File: config.mk
export PLATFORM = sky130hd
export DESIGN_NAME = dual_tmr_unit
export DESIGN_NICKNAME = d
export VERILOG_FILES = /design/src/rtl/tmr_pkg.sv /design/src/rtl/tmr_phase.sv /design/src/rtl/tmr_sync2.sv /design/src/rtl/tmr_edge.sv /design/src/rtl/tmr_count.sv /design/src/rtl/dual_tmr_unit.sv
export SDC_FILE = /design/constraint.sdc
export NUM_CORES = 1
export LEC_CHECK = 0
export ABC_AREA = 1
export BUFFER_PORTS_ARGS = -buffer_cell sky130_fd_sc_hd__clkbuf_2
export CAP_MARGIN = 20
export CORE_ASPECT_RATIO = 0.9
export CORE_MARGIN = 10
export CORE_UTILIZATION = 35
export CTS_CLUSTER_DIAMETER = 40
export DETAILED_ROUTE_END_ITERATION = 12
export PLACE_DENSITY = 0.51
export SYNTH_ARGS = -nofsm -noshare
export SYNTH_HDL_FRONTEND = slang
export SYNTH_SLANG_ARGS = --single-unit
File: constraint.sdc
create_clock -name clk -period 4.9 [get_ports clk]
set_clock_uncertainty 0.1 [all_clocks]
set_input_delay 0.98 -clock clk [delete_from_list [all_inputs] [get_ports clk]]
set_output_delay 0.98 -clock clk [all_outputs]
set_load 0.02 [all_outputs]
File: src/rtl/tmr_pkg.sv
package tmr_pkg;

    // Operating mode of one timer, encoded as {m1, m0}
    typedef enum logic [1:0] {
        MODE_PRE13   = 2'b00,
        MODE_CAS16   = 2'b01,
        MODE_RELOAD8 = 2'b10,
        MODE_SPLIT   = 2'b11
    } tmr_mode_e;

    // One nibble of the mode register
    typedef struct packed {
        logic      gate;
        logic      ext;
        tmr_mode_e mode;
    } tmr_cfg_t;

    // Count-pin edge detector states
    typedef enum logic [1:0] {
        EDG_LOW  = 2'd0,
        EDG_HIGH = 2'd1,
        EDG_FALL = 2'd2
    } edg_state_e;

    localparam int ADR_MODE  = 0;
    localparam int ADR_CTRL  = 1;
    localparam int ADR_T0_LO = 2;
    localparam int ADR_T0_HI = 3;
    localparam int ADR_T1_LO = 4;
    localparam int ADR_T1_HI = 5;

    localparam int CTL_RUN0 = 0;
    localparam int CTL_RUN1 = 1;
    localparam int CTL_OVF0 = 2;
    localparam int CTL_OVF1 = 3;

    localparam int NUM_TMR = 2;

endpackage

File: src/rtl/tmr_phase.sv
module tmr_phase #(
    parameter int CYCLE_LEN = 12
) (
    input  logic clk,
    input  logic rst_n,
    output logic tick
);
    localparam int PH_W = (CYCLE_LEN > 1) ? $clog2(CYCLE_LEN) : 1;
    localparam logic [PH_W-1:0] PH_LAST = PH_W'(CYCLE_LEN - 1);

    logic [PH_W-1:0] phase_q;

    always_ff @(posedge clk or negedge rst_n) begin
        if (!rst_n) begin
            phase_q <= '0;
        end else if (phase_q == PH_LAST) begin
            phase_q <= '0;
        end else begin
            phase_q <= phase_q + PH_W'(1);
        end
    end

    assign tick = (phase_q == PH_LAST);

endmodule

File: src/rtl/tmr_sync2.sv
module tmr_sync2 (
    input  logic clk,
    input  logic rst_n,
    input  logic d_async,
    output logic q_sync
);
    logic [1:0] stage_q;

    always_ff @(posedge clk or negedge rst_n) begin
        if (!rst_n) begin
            stage_q <= 2'b00;
        end else begin
            stage_q <= {stage_q[0], d_async};
        end
    end

    assign q_sync = stage_q[1];

endmodule

File: src/rtl/tmr_edge.sv
module tmr_edge
    import tmr_pkg::*;
(
    input  logic clk,
    input  logic rst_n,
    input  logic tick,
    input  logic pin_async,
    output logic fall_pend
);
    logic       pin_s;
    edg_state_e st_q;
    edg_state_e st_n;

    tmr_sync2 u_sync (
        .clk     (clk),
        .rst_n   (rst_n),
        .d_async (pin_async),
        .q_sync  (pin_s)
    );

    // State register
    always_ff @(posedge clk or negedge rst_n) begin
        if (!rst_n) begin
            st_q <= EDG_LOW;
        end else begin
            st_q <= st_n;
        end
    end

    // Transitions: samples are only taken on the machine-cycle tick
    always_comb begin
        st_n = st_q;
        unique case (st_q)
            EDG_LOW: begin
                if (tick && pin_s) begin
                    st_n = EDG_HIGH;
                end
            end
            EDG_HIGH: begin
                if (tick && !pin_s) begin
                    st_n = EDG_FALL;
                end
            end
            EDG_FALL: begin
                st_n = EDG_LOW;
            end
            default: begin
                st_n = EDG_LOW;
            end
        endcase
    end

    // Output: one-clock pending pulse
    always_comb begin
        fall_pend = (st_q == EDG_FALL);
    end

endmodule

File: src/rtl/tmr_count.sv
module tmr_count
    import tmr_pkg::*;
#(
    parameter bit SPLIT_OK = 1'b0,
    parameter int BYTE_W   = 8,
    parameter int PRE_W    = 5
) (
    input  logic              clk,
    input  logic              rst_n,
    input  tmr_mode_e         mode,
    input  logic              step_lo,
    input  logic              step_hi,
    input  logic              wr_lo,
    input  logic              wr_hi,
    input  logic [BYTE_W-1:0] wdata,
    output logic [BYTE_W-1:0] lo_q,
    output logic [BYTE_W-1:0] hi_q,
    output logic              ovf_main,
    output logic              ovf_aux
);
    localparam int WIDE_W = 2 * BYTE_W;

    logic [BYTE_W-1:0] lo_n;
    logic [BYTE_W-1:0] hi_n;
    logic [WIDE_W-1:0] wide_n;
    logic              any_wr;

    assign any_wr = wr_lo | wr_hi;

    always_comb begin
        lo_n     = lo_q;
        hi_n     = hi_q;
        wide_n   = {hi_q, lo_q} + WIDE_W'(1);
        ovf_main = 1'b0;
        ovf_aux  = 1'b0;
        unique case (mode)
            MODE_PRE13: begin
                if (step_lo && !any_wr) begin
                    lo_n[PRE_W-1:0] = lo_q[PRE_W-1:0] + PRE_W'(1);
                    if (&lo_q[PRE_W-1:0]) begin
                        hi_n     = hi_q + BYTE_W'(1);
                        ovf_main = &hi_q;
                    end
                end
            end
            MODE_CAS16: begin
                if (step_lo && !any_wr) begin
                    {hi_n, lo_n} = wide_n;
                    ovf_main     = &{hi_q, lo_q};
                end
            end
            MODE_RELOAD8: begin
                if (step_lo && !any_wr) begin
                    if (&lo_q) begin
                        lo_n     = hi_q;
                        ovf_main = 1'b1;
                    end else begin
                        lo_n = lo_q + BYTE_W'(1);
                    end
                end
            end
            MODE_SPLIT: begin
                if (SPLIT_OK) begin
                    if (step_lo && !wr_lo) begin
                        lo_n     = lo_q + BYTE_W'(1);
                        ovf_main = &lo_q;
                    end
                    if (step_hi && !wr_hi) begin
                        hi_n    = hi_q + BYTE_W'(1);
                        ovf_aux = &hi_q;
                    end
                end
            end
            default: begin
                lo_n = lo_q;
            end
        endcase
        if (wr_lo) begin
            lo_n = wdata;
        end
        if (wr_hi) begin
            hi_n = wdata;
        end
    end

    always_ff @(posedge clk or negedge rst_n) begin
        if (!rst_n) begin
            lo_q <= '0;
            hi_q <= '0;
        end else begin
            lo_q <= lo_n;
            hi_q <= hi_n;
        end
    end

endmodule

File: src/rtl/dual_tmr_unit.sv
module dual_tmr_unit
    import tmr_pkg::*;
#(
    parameter int CYCLE_LEN = 12,
    parameter int BYTE_W    = 8,
    parameter int ADDR_W    = 3,
    parameter int PRE_W     = 5
) (
    input  logic              clk,
    input  logic              rst_n,
    input  logic              reg_wr,
    input  logic [ADDR_W-1:0] reg_addr,
    input  logic [BYTE_W-1:0] reg_wdata,
    output logic [BYTE_W-1:0] reg_rdata,
    input  logic [1:0]        cnt_pin,
    input  logic [1:0]        gate_pin,
    output logic [1:0]        ovf_flag
);
    localparam int NIB_W = 4;

    logic              tick;
    logic [BYTE_W-1:0] mode_q;
    logic [1:0]        run_q;
    logic [1:0]        ovf_q;
    tmr_cfg_t          cfg      [NUM_TMR];
    logic [1:0]        gate_s;
    logic [1:0]        fall;
    logic [1:0]        enable;
    logic [1:0]        step;
    logic [1:0]        step_hi;
    logic [1:0]        wr_lo;
    logic [1:0]        wr_hi;
    logic [BYTE_W-1:0] lo_v     [NUM_TMR];
    logic [BYTE_W-1:0] hi_v     [NUM_TMR];
    logic [1:0]        ovf_main;
    logic [1:0]        ovf_aux;
    logic [1:0]        ovf_set;
    logic              split0;
    logic              wr_mode;
    logic              wr_ctrl;

    tmr_phase #(.CYCLE_LEN(CYCLE_LEN)) u_phase (
        .clk   (clk),
        .rst_n (rst_n),
        .tick  (tick)
    );

    assign wr_mode = reg_wr && (reg_addr == ADDR_W'(ADR_MODE));
    assign wr_ctrl = reg_wr && (reg_addr == ADDR_W'(ADR_CTRL));
    assign wr_lo[0] = reg_wr && (reg_addr == ADDR_W'(ADR_T0_LO));
    assign wr_hi[0] = reg_wr && (reg_addr == ADDR_W'(ADR_T0_HI));
    assign wr_lo[1] = reg_wr && (reg_addr == ADDR_W'(ADR_T1_LO));
    assign wr_hi[1] = reg_wr && (reg_addr == ADDR_W'(ADR_T1_HI));

    assign split0 = (cfg[0].mode == MODE_SPLIT);

    // Timer 0 high byte in split mode: machine cycles, gated by run1 only
    assign step_hi[0] = tick & run_q[CTL_RUN1];
    assign step_hi[1] = 1'b0;

    for (genvar g = 0; g < NUM_TMR; g++) begin : g_tmr
        assign cfg[g] = tmr_cfg_t'(mode_q[g*NIB_W +: NIB_W]);

        tmr_sync2 u_gate_sync (
            .clk     (clk),
            .rst_n   (rst_n),
            .d_async (gate_pin[g]),
            .q_sync  (gate_s[g])
        );

        tmr_edge u_edge (
            .clk       (clk),
            .rst_n     (rst_n),
            .tick      (tick),
            .pin_async (cnt_pin[g]),
            .fall_pend (fall[g])
        );

        assign enable[g] = run_q[g] & (~cfg[g].gate | gate_s[g]);
        assign step[g]   = enable[g] & (cfg[g].ext ? fall[g] : tick);

        tmr_count #(
            .SPLIT_OK (g == 0),
            .BYTE_W   (BYTE_W),
            .PRE_W    (PRE_W)
        ) u_count (
            .clk      (clk),
            .rst_n    (rst_n),
            .mode     (cfg[g].mode),
            .step_lo  (step[g]),
            .step_hi  (step_hi[g]),
            .wr_lo    (wr_lo[g]),
            .wr_hi    (wr_hi[g]),
            .wdata    (reg_wdata),
            .lo_q     (lo_v[g]),
            .hi_q     (hi_v[g]),
            .ovf_main (ovf_main[g]),
            .ovf_aux  (ovf_aux[g])
        );
    end

    // Overflow sources: timer 0 split high byte takes over flag 1
    assign ovf_set[0] = ovf_main[0];
    assign ovf_set[1] = split0 ? ovf_aux[0] : ovf_main[1];

    always_ff @(posedge clk or negedge rst_n) begin
        if (!rst_n) begin
            mode_q <= '0;
        end else if (wr_mode) begin
            mode_q <= reg_wdata;
        end
    end

    always_ff @(posedge clk or negedge rst_n) begin
        if (!rst_n) begin
            run_q <= 2'b00;
            ovf_q <= 2'b00;
        end else if (wr_ctrl) begin
            run_q <= {reg_wdata[CTL_RUN1], reg_wdata[CTL_RUN0]};
            ovf_q <= {reg_wdata[CTL_OVF1], reg_wdata[CTL_OVF0]} | ovf_set;
        end else begin
            ovf_q <= ovf_q | ovf_set;
        end
    end

    assign ovf_flag = ovf_q;

    always_comb begin
        reg_rdata = '0;
        case (reg_addr)
            ADDR_W'(ADR_MODE): reg_rdata = mode_q;
            ADDR_W'(ADR_CTRL): begin
                reg_rdata[CTL_RUN0] = run_q[0];
                reg_rdata[CTL_RUN1] = run_q[1];
                reg_rdata[CTL_OVF0] = ovf_q[0];
                reg_rdata[CTL_OVF1] = ovf_q[1];
            end
            ADDR_W'(ADR_T0_LO): reg_rdata = lo_v[0];
            ADDR_W'(ADR_T0_HI): reg_rdata = hi_v[0];
            ADDR_W'(ADR_T1_LO): reg_rdata = lo_v[1];
            ADDR_W'(ADR_T1_HI): reg_rdata = hi_v[1];
            default:            reg_rdata = '0;
        endcase
    end

endmodule

After elaboration in Yosys (flattened, before gate mapping)
Index checks and enable logic that the tools add are counted.
- $add $sub $neg: 9
- eq/ne operators: 33
- mux-type cells: 53
- bitwise logic cells: 13
- reduce and logical (&&, ||, !) cells: 46
- operator list (operator ; number):
    two-way mux 8 bit ; 18
    != test 3 x 1 -> 1 bit (second input constant) ; 14
    adder 16 x 1 -> 16 bit (second input constant) ; 2
    adder 8 x 1 -> 8 bit (second input constant) ; 4
    AND reduction 16 bit ; 2
    AND reduction 8 bit ; 4
    one-hot mux 4 bit (6 select lines) ; 1
    one-hot mux 8 bit (3 select lines) ; 1
    one-hot mux 4 bit (5 select lines) ; 1
    one-hot mux 5 bit (4 select lines) ; 1
    one-hot mux 8 bit (2 select lines) ; 1
    AND reduction 4 bit ; 4
    two-way mux 1 bit ; 15
    one-hot mux 5 bit (3 select lines) ; 1
    AND reduction 5 bit ; 3
    logical AND 1 bit ; 14
    nonzero test 4 bit ; 3
    adder 5 x 1 -> 5 bit (second input constant) ; 2
    equality test 2 bit (second input constant) ; 5
    two-way mux 2 bit ; 5
    two-way mux 5 bit ; 2
    one-hot mux 3 bit (3 select lines) ; 1
    equality test 2 x 1 -> 1 bit (second input constant) ; 4
    zero test 2 bit ; 4
    other kinds (20) ; 42
- bits in registers: 60
- input port bits: 18
- output and inout bits: 10
- logic and storage cells: 170

Longest topological paths before layout
Gate-level depths: netlist (run 1).
- depth after elaboration: 10
- mapped depth: 12
- depth with buffers taken out: 12

Hierarchy
A second synthesis (run 1) with hierarchy kept.
- cells, all modules: 707
- area total of the unflattened synthesis: 4842.1 um^2
- by module, submodules not included (module ; times used ; cells each ; area an instance (um^2) ; seq. area each (um^2)):
    tmr_count at g_tmr[1].u_count ; 1 ; 230 ; 1551.5 ; 400.4
    tmr_count at g_tmr[0].u_count ; 1 ; 242 ; 1512.7 ; 400.4
    dual_tmr_unit ; 1 ; 173 ; 1179.9 ; 300.3
    tmr_edge ; 2 ; 16 ; 107.6 ; 50.0
    tmr_sync2 ; 4 ; 2 ; 50.0 ; 50.0
    tmr_phase ; 1 ; 22 ; 182.7 ; 100.1

Worst setup path after synthesis (run 1)
Ideal clock, no wire load.
- path type: input to output
- start point: input port reg_addr[0]
- end point: output port reg_rdata[1]
- arrival time: 2.122 ns
- required time: 3.820 ns
- slack: 1.698 ns
- cell stages on the path: 7
- path buffers: 1
- path through: clkbuf_2 inv_1 nor3_1 nand2_1 o211ai_1 nor2_1 a21oi_1
- cells in the longest elaborated chain, start to end: 2
- elaborated cells between the ends (all ways): 7
- those cells by class: eq/ne: 5; mux: 1; reduce/logical: 1
- ends and longest elaborated chain (item ; RTL line ; RTL):
    start, declared ; dual_tmr_unit.sv:12 ; input logic [ADDR_W-1:0] reg_addr,
    equality test 3 bit (tied with other cells) ; dual_tmr_unit.sv:130 ; case (reg_addr)
    one-hot mux 4 bit (6 select lines) (*) ; dual_tmr_unit.sv:130 ;
    end, declared ; dual_tmr_unit.sv:14 ; output logic [BYTE_W-1:0] reg_rdata,
Every way passes the cells marked *; elsewhere a longest branch is shown, timed or not.

Worst setup path after layout (run 1)
- start point: input port reg_addr[2]
- end point: output port reg_rdata[1]
Same word-level chain as after synthesis.

==> metrics.md, run 1 <==
| Metric | Value |
|---|---|
| Core Util, Final | `0.402` |
| GPL Wtd Cong | `0.917` |
| WHS Endpoint | `g_tmr[0].u_gate_sync.stage_q[1]` |
| Dpl hpwl | `11.4 mm` |
| Rows | `39` |
| Worst-margin pin slew | `between 0.6 and 0.7 ns` |
| Setup Viol. Count Final | `0` |
| WL/cell | `17.0 um` |
| Cell variety after synth | `35` |
| Asr flop ratio synth | `1.00` |
| Fin crit period | `3.45 ns` |
| Sink Count | `60` |
| Worst min path class | `reg -> reg` |
| Reg2reg path depth | `10` |
| Clk pin slew, worst setup/hold paths | `0.05 ns` |
| PD cells | `461 nW/um2` |
| WP data arrival | `between 2 and 2.5 ns` |
| Slew HR | `0.554` |
| Area delta synth->final | `12.8%` |
| Postcts setup bufs | `0` |
| Count of final max-slew check failures | `0` |
| IO Port Bufs | `27` |
| Register area share after synthesis | `0.334` |
| Reg-to-reg setup timing slack | `roughly 2.5 ns` |
| Via density | `5.26` |
| Fmax | `0.290 GHz` |
| Post-CTS resize count | `0` |
| Drt first pass iters | `6` |
| Post-Syn Instances | `687` |
| Part of the cycle the worst path needs | `0.704` |
| CTS Hold Buffers Added | `0` |
| Hold path depth | `0` |
| Synth Flop Type | `dfrtp_1` |
| Hold Startpoint | `g_tmr[0].u_gate_sync.stage_q[0]` |
| Mapped Area | `approximately 4500 um2` |
| Ys Warns | `0` |
| CTS tree | `yes` |
| First-pass GRT wire length | `23.9 mm` |
| Initial antenna violation count | `0` |
| Die area | `17800 um2` |
| NumNets Final | `roughly 750` |
| Unrepaired setup endpoints after global routing | `false` |
| Post-route setup TNS | `0 ns` |
| Die height | `~130 um` |
| Status | `finished clean` |
| Post-Route WL | `15.0 mm` |
| H-Tree Level Count | `3` |
| Leakage dissipation | `about 2.5 nW` |
| I/O Pins | `28` |
| DRC Markers | `0` |
| Req. time, crit path | `approximately 3.8 ns` |
| VDD IR max | `0.268 mV` |
| Syn avg cell area | `6.55 um2` |
| Iteration-0 DRC Markers | `460` |
| # diodes | `0` |
| GRT overflow | `0` |
| Crit end category | `output port` |
| Fill cells | `1352` |
| Largest net degree at the start of global routing | `37` |
| Max clock buf depth | `2` |
| EDFF count, synth | `0` |
| Worst Path Max Fanout | `7` |
| Die Wd | `between 100 and 150 um` |
| Layout cells sized above 1 | `0.0905` |
| Vias in the first global route | `between 4000 and 5000` |
| Fin. Hold Viols | `0` |
| Reg-to-Reg End | `g_tmr[0].u_count.hi_q[1]` |
| CP startpoint kind | `input pin` |
| RR Startpoint | `mode_q[1]` |
| #FFs+latches synth | `60` |
| Initial Util | `0.356` |
| Core box area | `12600 um2` |
| CTS root buffer | `clkbuf_16` |
| Vias after detailed routing | `approximately 4600` |
| Max cap viols | `0` |
| All-Layer GR Usage | `0.169` |
| Post-route antenna net violation count | `0` |
| Mapped Nets | `722` |
| Worst skew pair latency | `0.34 ns` |
| Setup CP Type | `in -> out` |
| CTS Buf Count | `9` |
where the power goes:
part           switching (W)  leakage (nW)  internal, W
sequential          0.000202         0.758     0.000624
clock               0.000254         0.154     0.000412
combinational       0.000562          1.63     0.000288
total                0.00102          2.54      0.00132
flip-flops by register name, summed over array words and instances (netlist names):
signal,count
u_phase.phase_q,4
g_tmr.u_count.hi_q,16
mode_q,8
g_tmr.u_edge.st_q,4
ovf_flag,2
g_tmr.u_gate_sync.stage_q,4
g_tmr.u_edge.u_sync.stage_q,4
run_q,2
g_tmr.u_count.lo_q,16
worst max-delay path, cell delays in order:
cell	delay (ns)
clkbuf_2	0.16
nor3_1	0.59
nand2_1	0.12
o211ai_1	0.13
nor2_1	0.06
a21oi_1	0.12
clkbuf_2	0.19
layout by cell type, fill, tap and decap left out, types with 2 or more instances in the layout:
cell	count
inv_2	2
and3_1	2
ha_1	17
nand3_1	88
dfrtp_1	60
nor2_4	3
o21ai_0	48
nand3b_1	3
clkbuf_16	9
nor2_1	60
nand4_1	10
nor4_1	2
inv_6	3
inv_1	91
o221ai_1	2
a211oi_1	3
clkbuf_2	26
xor2_1	5
nand2_1	217
buf_4	2
nand3_2	4
o211ai_1	8
nand2_2	6
nor3_1	4
a21oi_1	22
o22ai_1	8
worst max-delay path by stage:
stage,startpoint,endpoint,slack [ns],cells after the start
2_1_floorplan,reg_addr[0],reg_rdata[1],1.70,7
3_3_place_gp,reg_addr[2],reg_rdata[1],1.53,7
3_5_place_dp,reg_addr[2],reg_rdata[1],1.46,7
4_1_cts,reg_addr[2],reg_rdata[1],1.46,7
5_1_grt,reg_addr[2],reg_rdata[2],1.36,5
6_report,reg_addr[2],reg_rdata[1],1.45,7
cell families after synthesis:
family | synth area share
flip-flops | 0.334
adder cells (fa/ha/maj) | 0.0473
XOR/XNOR | 0.0117
AND/OR/NAND/NOR | 0.389
AO/OA/AOI/OAI | 0.121
buffers and inverters | 0.0970
cells in the mapped netlist (6+ instances only):
cell type	number	area, um2
a21oi_1	22	110
buf_2	6	30.0
dfrtp_1	60	1500
ha_1	17	213
inv_1	91	342
nand2_1	217	815
nand2_2	6	37.5
nand3_1	88	440
nand4_1	10	62.6
nor2_1	60	225
o211ai_1	8	60.1
o21ai_0	48	240
o22ai_1	8	50.1
final cells by class:
class	instances	area, um2	share of cell area
Clock buffer	10	239	0.0471
Sequential cell	60	1500	0.296
Multi-Input combinational cell	520	2560	0.505
Clock inverter	6	70.1	0.0138
Tap cell	164	205	0.0404
Timing Repair Buffer	29	150	0.0296
Inverter	93	349	0.0688
layer usage:
metal  track usage  wire length [um]
met5             0                 0
met4        0.0589               367
met3        0.0404               878
met2         0.261              6710
met1         0.226              6990
stage by stage:
| stage | hold WS (ns) | power (W) | worst slack (ns) | std cells | instance area (um2) |
|---|---|---|---|---|---|
| 3_3_place_gp | 0.234 | 0.00166 | 1.53 | 866 | 4770 |
| 6_report | 0.247 | 0.00234 | 1.45 | 882 | 5080 |
| 2_1_floorplan | 0.231 | 0.00138 | 1.70 | 687 | 4500 |
| 4_1_cts | 0.250 | 0.00235 | 1.46 | 882 | 5080 |
| 3_5_place_dp | 0.237 | 0.00167 | 1.46 | 866 | 4770 |
| 5_1_grt | 0.256 | 0.00252 | 1.36 | 882 | 5080 |
Note: power is estimated with default switching activity, not from simulation.
==> inputs of run 2 (changes only) <==
--- a/config.mk
+++ b/config.mk
@@ -13,7 +13,7 @@
 export CORE_UTILIZATION = 35
 export CTS_CLUSTER_DIAMETER = 40
 export DETAILED_ROUTE_END_ITERATION = 12
-export PLACE_DENSITY = 0.51
+export PLACE_DENSITY = 0.53
 export SYNTH_ARGS = -nofsm -noshare
 export SYNTH_HDL_FRONTEND = slang
 export SYNTH_SLANG_ARGS = --single-unit
==> constraint.sdc (replaced) <==
create_clock -name clk -period 2.75 [get_ports clk]
set_clock_uncertainty 0.1 [all_clocks]
set_input_delay 0.55 -clock clk [delete_from_list [all_inputs] [get_ports clk]]
set_output_delay 0.55 -clock clk [all_outputs]
set_load 0.02 [all_outputs]
==> metrics.md, run 2 (synthesis results as in run 1) <==
| Metric | Value |
|---|---|
| Reg-to-reg setup timing slack | `0.41 ns` |
| Vias after detailed routing | `4682` |
| Status | `finished clean` |
| Crit path buffers/inverters | `3` |
| Die Wd | `roughly 140 um` |
| Post-CTS resize count | `0` |
| Die height | `between 100 and 150 um` |
| Fin crit period | `between 2 and 3 ns` |
| Fin. Hold Viols | `0` |
| Post-Route WL | `~15 mm` |
| CP startpoint kind | `input pin` |
| Max clock buf depth | `2` |
| Drt first pass iters | `7` |
| CP Depth | `7` |
| IO Port Bufs | `27` |
| Largest registers | `g_tmr.u_count.hi_q (16), g_tmr.u_count.lo_q (16), mode_q (8)` |
| Setup Viol. Count Final | `0` |
| Unrepaired setup endpoints after global routing | `false` |
| Commonest cells after routing, fill and taps aside | `217 x nand2_1, 91 x inv_1, 88 x nand3_1` |
| Clk pin slew, worst setup/hold paths | `0.06 ns` |
| CTS Hold Buffers Added | `0` |
| Part of the cycle the worst path needs | `0.914` |
| Leakage dissipation | `about 2.6 nW` |
| Via density | `roughly 5.3` |
| GPL Wtd Cong | `0.948` |
| Layout cells sized above 1 | `0.0981` |
| Worst Path Max Fanout | `8` |
| I/O Pins | `28` |
| # diodes | `0` |
| Core box area | `12600 um2` |
| VDD IR max | `0.369 mV` |
| Largest net degree at the start of global routing | `25` |
| Reg-to-Reg End | `g_tmr[0].u_count.hi_q[5]` |
| Crit path from | `reg_addr[2]` |
| Fmax | `around 0.40 GHz` |
| Initial Util | `0.356` |
| Dpl hpwl | `11.8 mm` |
| Worst path slowest cell | `o221ai_1` |
| Die area | `17800 um2` |
| Initial antenna violation count | `0` |
| Worst min path class | `in -> async` |
| Critical-path cell list | `clkbuf_2 -> inv_1 -> nand3_1 -> o221ai_1 -> nor2_1 -> nor2_1 -> clkbuf_2` |
| PD cells | `between 800 and 900 nW/um2` |
| All-Layer GR Usage | `0.169` |
| CTS tree | `yes` |
| WL/cell | `17.2 um` |
| Iteration-0 DRC Markers | `546` |
| CTS Buf Count | `9` |
| Post-route antenna net violation count | `0` |
| Max incr delay on CP | `0.28 ns` |
| Max cap viols | `0` |
| CTS root buffer | `clkbuf_16` |
| RR Startpoint | `g_tmr[0].u_count.lo_q[1]` |
| NumNets Final | `754` |
| H-Tree Level Count | `3` |
| Sink Count | `60` |
| Fin cells | `888` |
| First-pass GRT wire length | `23.9 mm` |
| Rows | `39` |
| Number of cells after detailed placement | `872` |
| Vias in the first global route | `4318` |
| GRT overflow | `0` |
| Reg2reg path depth | `10` |
| Worst skew pair latency | `0.34 ns` |
| Area delta synth->final | `14.0%` |
| WP data arrival | `between 1.5 and 2 ns` |
| DRC Markers | `0` |
| Leading cell type in the layout, fill and taps excluded | `nand2_1` |
| Crit end category | `output port` |
| Worst-margin pin slew | `0.570 ns` |
| Req. time, crit path | `2.10 ns` |
| Count of final max-slew check failures | `0` |
| Setup CP Type | `in -> out` |
| Worst path top cell family by delay | `buffers and inverters` |
| Postcts setup bufs | `0` |
| Slew HR | `0.620` |
| Post-route setup TNS | `0 ns` |
==> run 2: cell count changes in the layout (fill, tap and decap cells not counted), sizes merged <==
cell,previous run,this run
clkinvlp,0,2
inv,96,93
buf,3,8
clkinv,2,3
clkbuf,36,37
==> run 2: metrics by stage <==
step / cell area (um2) / util / setup WS, ns / power [W] / hold WS (ns)
floorplan: 4500 / - / 0.408 / 0.00245 / 0.154
global placement: 4830 / 0.382 / 0.325 / 0.00298 / 0.232
detailed placement: 4830 / 0.382 / 0.304 / 0.00300 / 0.235
global route: 5130 / 0.406 / 0.109 / 0.00449 / 0.129
CTS: 5130 / 0.406 / 0.298 / 0.00419 / 0.100
finish: 5130 / 0.406 / 0.235 / 0.00418 / 0.0962
==> run 2: worst max path at each step <==
stage          slack, ns           end
2_1_floorplan       0.41  reg_rdata[1]
3_3_place_gp        0.33  reg_rdata[4]
6_report            0.24  reg_rdata[4]
3_5_place_dp        0.30  reg_rdata[4]
4_1_cts             0.30  reg_rdata[4]
5_1_grt             0.11  reg_rdata[4]
==> run 2: final cells by class <==
cell class                 instances  area (um2)
tap                              164         205
clock inverter                     6        63.8
timing repair buffer              35         208
clock buffer                      10         239
inverter                          93         349
multi-input combinational        520        2560
sequential                        60        1500
fill                            1339        7510
==> run 2: layer usage <==
metal / routed length (um) / track usage
met5: 0 / 0
met1: 7130 / 0.225
met2: 6940 / 0.263
met3: 861 / 0.0378
met4: 296 / 0.0655
==> run 2: where the power goes <==
| group | total (W) | switching (W) | internal, W | leakage, nW |
|---|---|---|---|---|
| combinational | 0.00155 | 0.00103 | 0.000527 | 1.66 |
| sequential | 0.00147 | 0.000354 | 0.00111 | 0.758 |
| clock | 0.00116 | 0.000439 | 0.000724 | 0.144 |
==> run 2: worst reg2reg max path, delay by kind of cell, from the launching register on <==
family	cells	cell delay, ns
flops	1	0.49
fa+ha+maj	2	0.45
compound gates	2	0.24
simple gates	6	1.00
==> inputs of run 3 (changes only) <==
--- a/config.mk
+++ b/config.mk
@@ -6,14 +6,14 @@
 export NUM_CORES = 1
 export LEC_CHECK = 0
 export ABC_AREA = 1
-export BUFFER_PORTS_ARGS = -buffer_cell sky130_fd_sc_hd__clkbuf_2
 export CAP_MARGIN = 20
 export CORE_ASPECT_RATIO = 0.9
 export CORE_MARGIN = 10
 export CORE_UTILIZATION = 35
 export CTS_CLUSTER_DIAMETER = 40
 export DETAILED_ROUTE_END_ITERATION = 12
-export PLACE_DENSITY = 0.53
+export DONT_BUFFER_PORTS = 1
+export PLACE_DENSITY = 0.51
 export SYNTH_ARGS = -nofsm -noshare
 export SYNTH_HDL_FRONTEND = slang
 export SYNTH_SLANG_ARGS = --single-unit
==> metrics.md, run 3 (synthesis results as in run 1) <==
| Metric | Value |
|---|---|
| Rows | `39` |
| Setup CP Type | `in -> out` |
| DRC Markers | `0` |
| Number of cells after detailed placement | `848` |
| Hold slack | `0.133 ns` |
| Slew HR | `0.626` |
| Largest net degree at the start of global routing | `61` |
| Layer with the highest usage | `met2` |
| Count of final max-slew check failures | `0` |
| CTS Buf Count | `9` |
| Die height | `128 um` |
| Grt met1 use | `0.222` |
| Via density | `approximately 5.3` |
| Worst skew pair latency | `0.34 ns` |
| Unrepaired setup endpoints after global routing | `false` |
| Largest registers | `g_tmr.u_count.hi_q (16), g_tmr.u_count.lo_q (16), mode_q (8)` |
| GRT overflow | `0` |
| Worst min path class | `in -> reg` |
| Die area | `~18000 um2` |
| H-Tree Level Count | `3` |
| Setup Viol. Count Final | `0` |
| Fin cells | `866` |
| I/O Pins | `28` |
| Crit end category | `output port` |
| CTS root buffer | `clkbuf_16` |
| Drt first pass iters | `5` |
| Leading cell type in the layout, fill and taps excluded | `nand2_1` |
| Status | `finished clean` |
| Max cap viols | `0` |
| Core box area | `12600 um2` |
| First-pass GRT wire length | `between 20 and 25 mm` |
| Max clock buf depth | `2` |
| Final worst slack | `0.397 ns` |
| IO Port Bufs | `0` |
| Fill cells | `1360` |
| Commonest cells after routing, fill and taps aside | `217 x nand2_1, 91 x inv_1, 88 x nand3_1` |
| WP data arrival | `1.70 ns` |
| Req. time, crit path | `2.10 ns` |
| Fmax | `0.425 GHz` |
| # diodes | `0` |
| Sink Count | `60` |
| Worst slack, placed | `0.450 ns` |
| CTS tree | `yes` |
| Part of the cycle the worst path needs | `0.856` |
| Layout cells sized above 1 | `0.0670` |
| Total Power | `0.00410 W` |
| NumNets Final | `about 730` |
| Worst-margin pin slew | `between 0.5 and 0.6 ns` |
| Postcts setup bufs | `0` |
| Clk pin slew, worst setup/hold paths | `0.05 ns` |
| Met2 usage | `0.260` |
| Post-route antenna net violation count | `0` |
| Multi-input logic area | `2560 um2` |
| Vias in the first global route | `4350` |
| Vias after detailed routing | `4567` |
| Initial Util | `0.356` |
| Area delta synth->final | `12.0%` |
| Worst Path Max Fanout | `8` |
| Leakage dissipation | `2.47 nW` |
| VDD IR max | `0.351 mV` |
| GRT met3 Usage | `0.0456` |
| Iteration-0 DRC Markers | `roughly 460` |
| Die Wd | `140 um` |
| Dpl hpwl | `11.5 mm` |
| Post-route setup TNS | `0 ns` |
| CP startpoint kind | `input pin` |
| All-Layer GR Usage | `0.168` |
| Initial antenna violation count | `0` |
| Fin crit period | `2.35 ns` |
| PD cells | `just over 800 nW/um2` |
| Reg area | `1500 um2` |
| WL/cell | `roughly 17 um` |
| Fin. Hold Viols | `0` |
| GPL Wtd Cong | `about 0.9` |
| Post-Route WL | `approximately 15 mm` |
-- run 3: per-stage QoR --
step	util	cell area, um2
after floorplan	-	4500
after global placement	0.372	4700
after detailed placement	0.372	4700
after CTS	0.399	5040
after global routing	0.399	5040
final	0.399	5040
-- run 3: layout make-up --
cell class / instances / share of cell area
Timing Repair Buffer: 13 / 0.0238
Inverter: 93 / 0.0692
Multi-Input combinational cell: 520 / 0.508
Clock inverter: 5 / 0.0122
Clock buffer: 11 / 0.0481
Sequential cell: 60 / 0.298
Tap cell: 164 / 0.0407
-- run 3: per-layer routing --
| metal | vias up | wire (um) |
|---|---|---|
| li1 | 2256 | - |
| met1 | 2159 | 7030 |
| met2 | 132 | 6810 |
| met3 | 20 | 942 |
| met4 | 0 | 271 |
| met5 | - | 0 |
-- run 3: worst max-delay path, cell delays in order --
cell and delay (ns):
inv_1 0.09, nand3_1 0.24, o21ai_0 0.31, nor2_1 0.08, a21oi_1 0.23, buf_4 0.19
-- run 3: final timing paths --
path	depth (start not counted)	to	start	slack, ns
worst max register to register	11	g_tmr[1].u_count.hi_q[5]	g_tmr[1].u_count.lo_q[1]	0.46
worst max-delay path	6	reg_rdata[6]	reg_addr[2]	0.40
max in group asynchronous	2	g_tmr[0].u_count.lo_q[0]	rst_n	1.62
worst min-delay path	0	g_tmr[1].u_gate_sync.stage_q[0]	gate_pin[1]	0.13
worst min register to register	0	g_tmr[0].u_edge.u_sync.stage_q[1]	g_tmr[0].u_edge.u_sync.stage_q[0]	0.25
min in group asynchronous	2	g_tmr[1].u_count.lo_q[6]	rst_n	0.62
-- run 3: where the power goes --
part / internal, W / switching (W) / total (W) / leakage [nW]
sequential: 0.00111 / 0.000332 / 0.00145 / 0.758
clock: 0.000727 / 0.000434 / 0.00116 / 0.138
combinational: 0.000524 / 0.000968 / 0.00149 / 1.57
-- run 3: what timing repair did --
item / in CTS / in global routing
hold endpoints to repair: 60 / 0
resized for setup: 0 / 0
hold buffers: 2 / 0
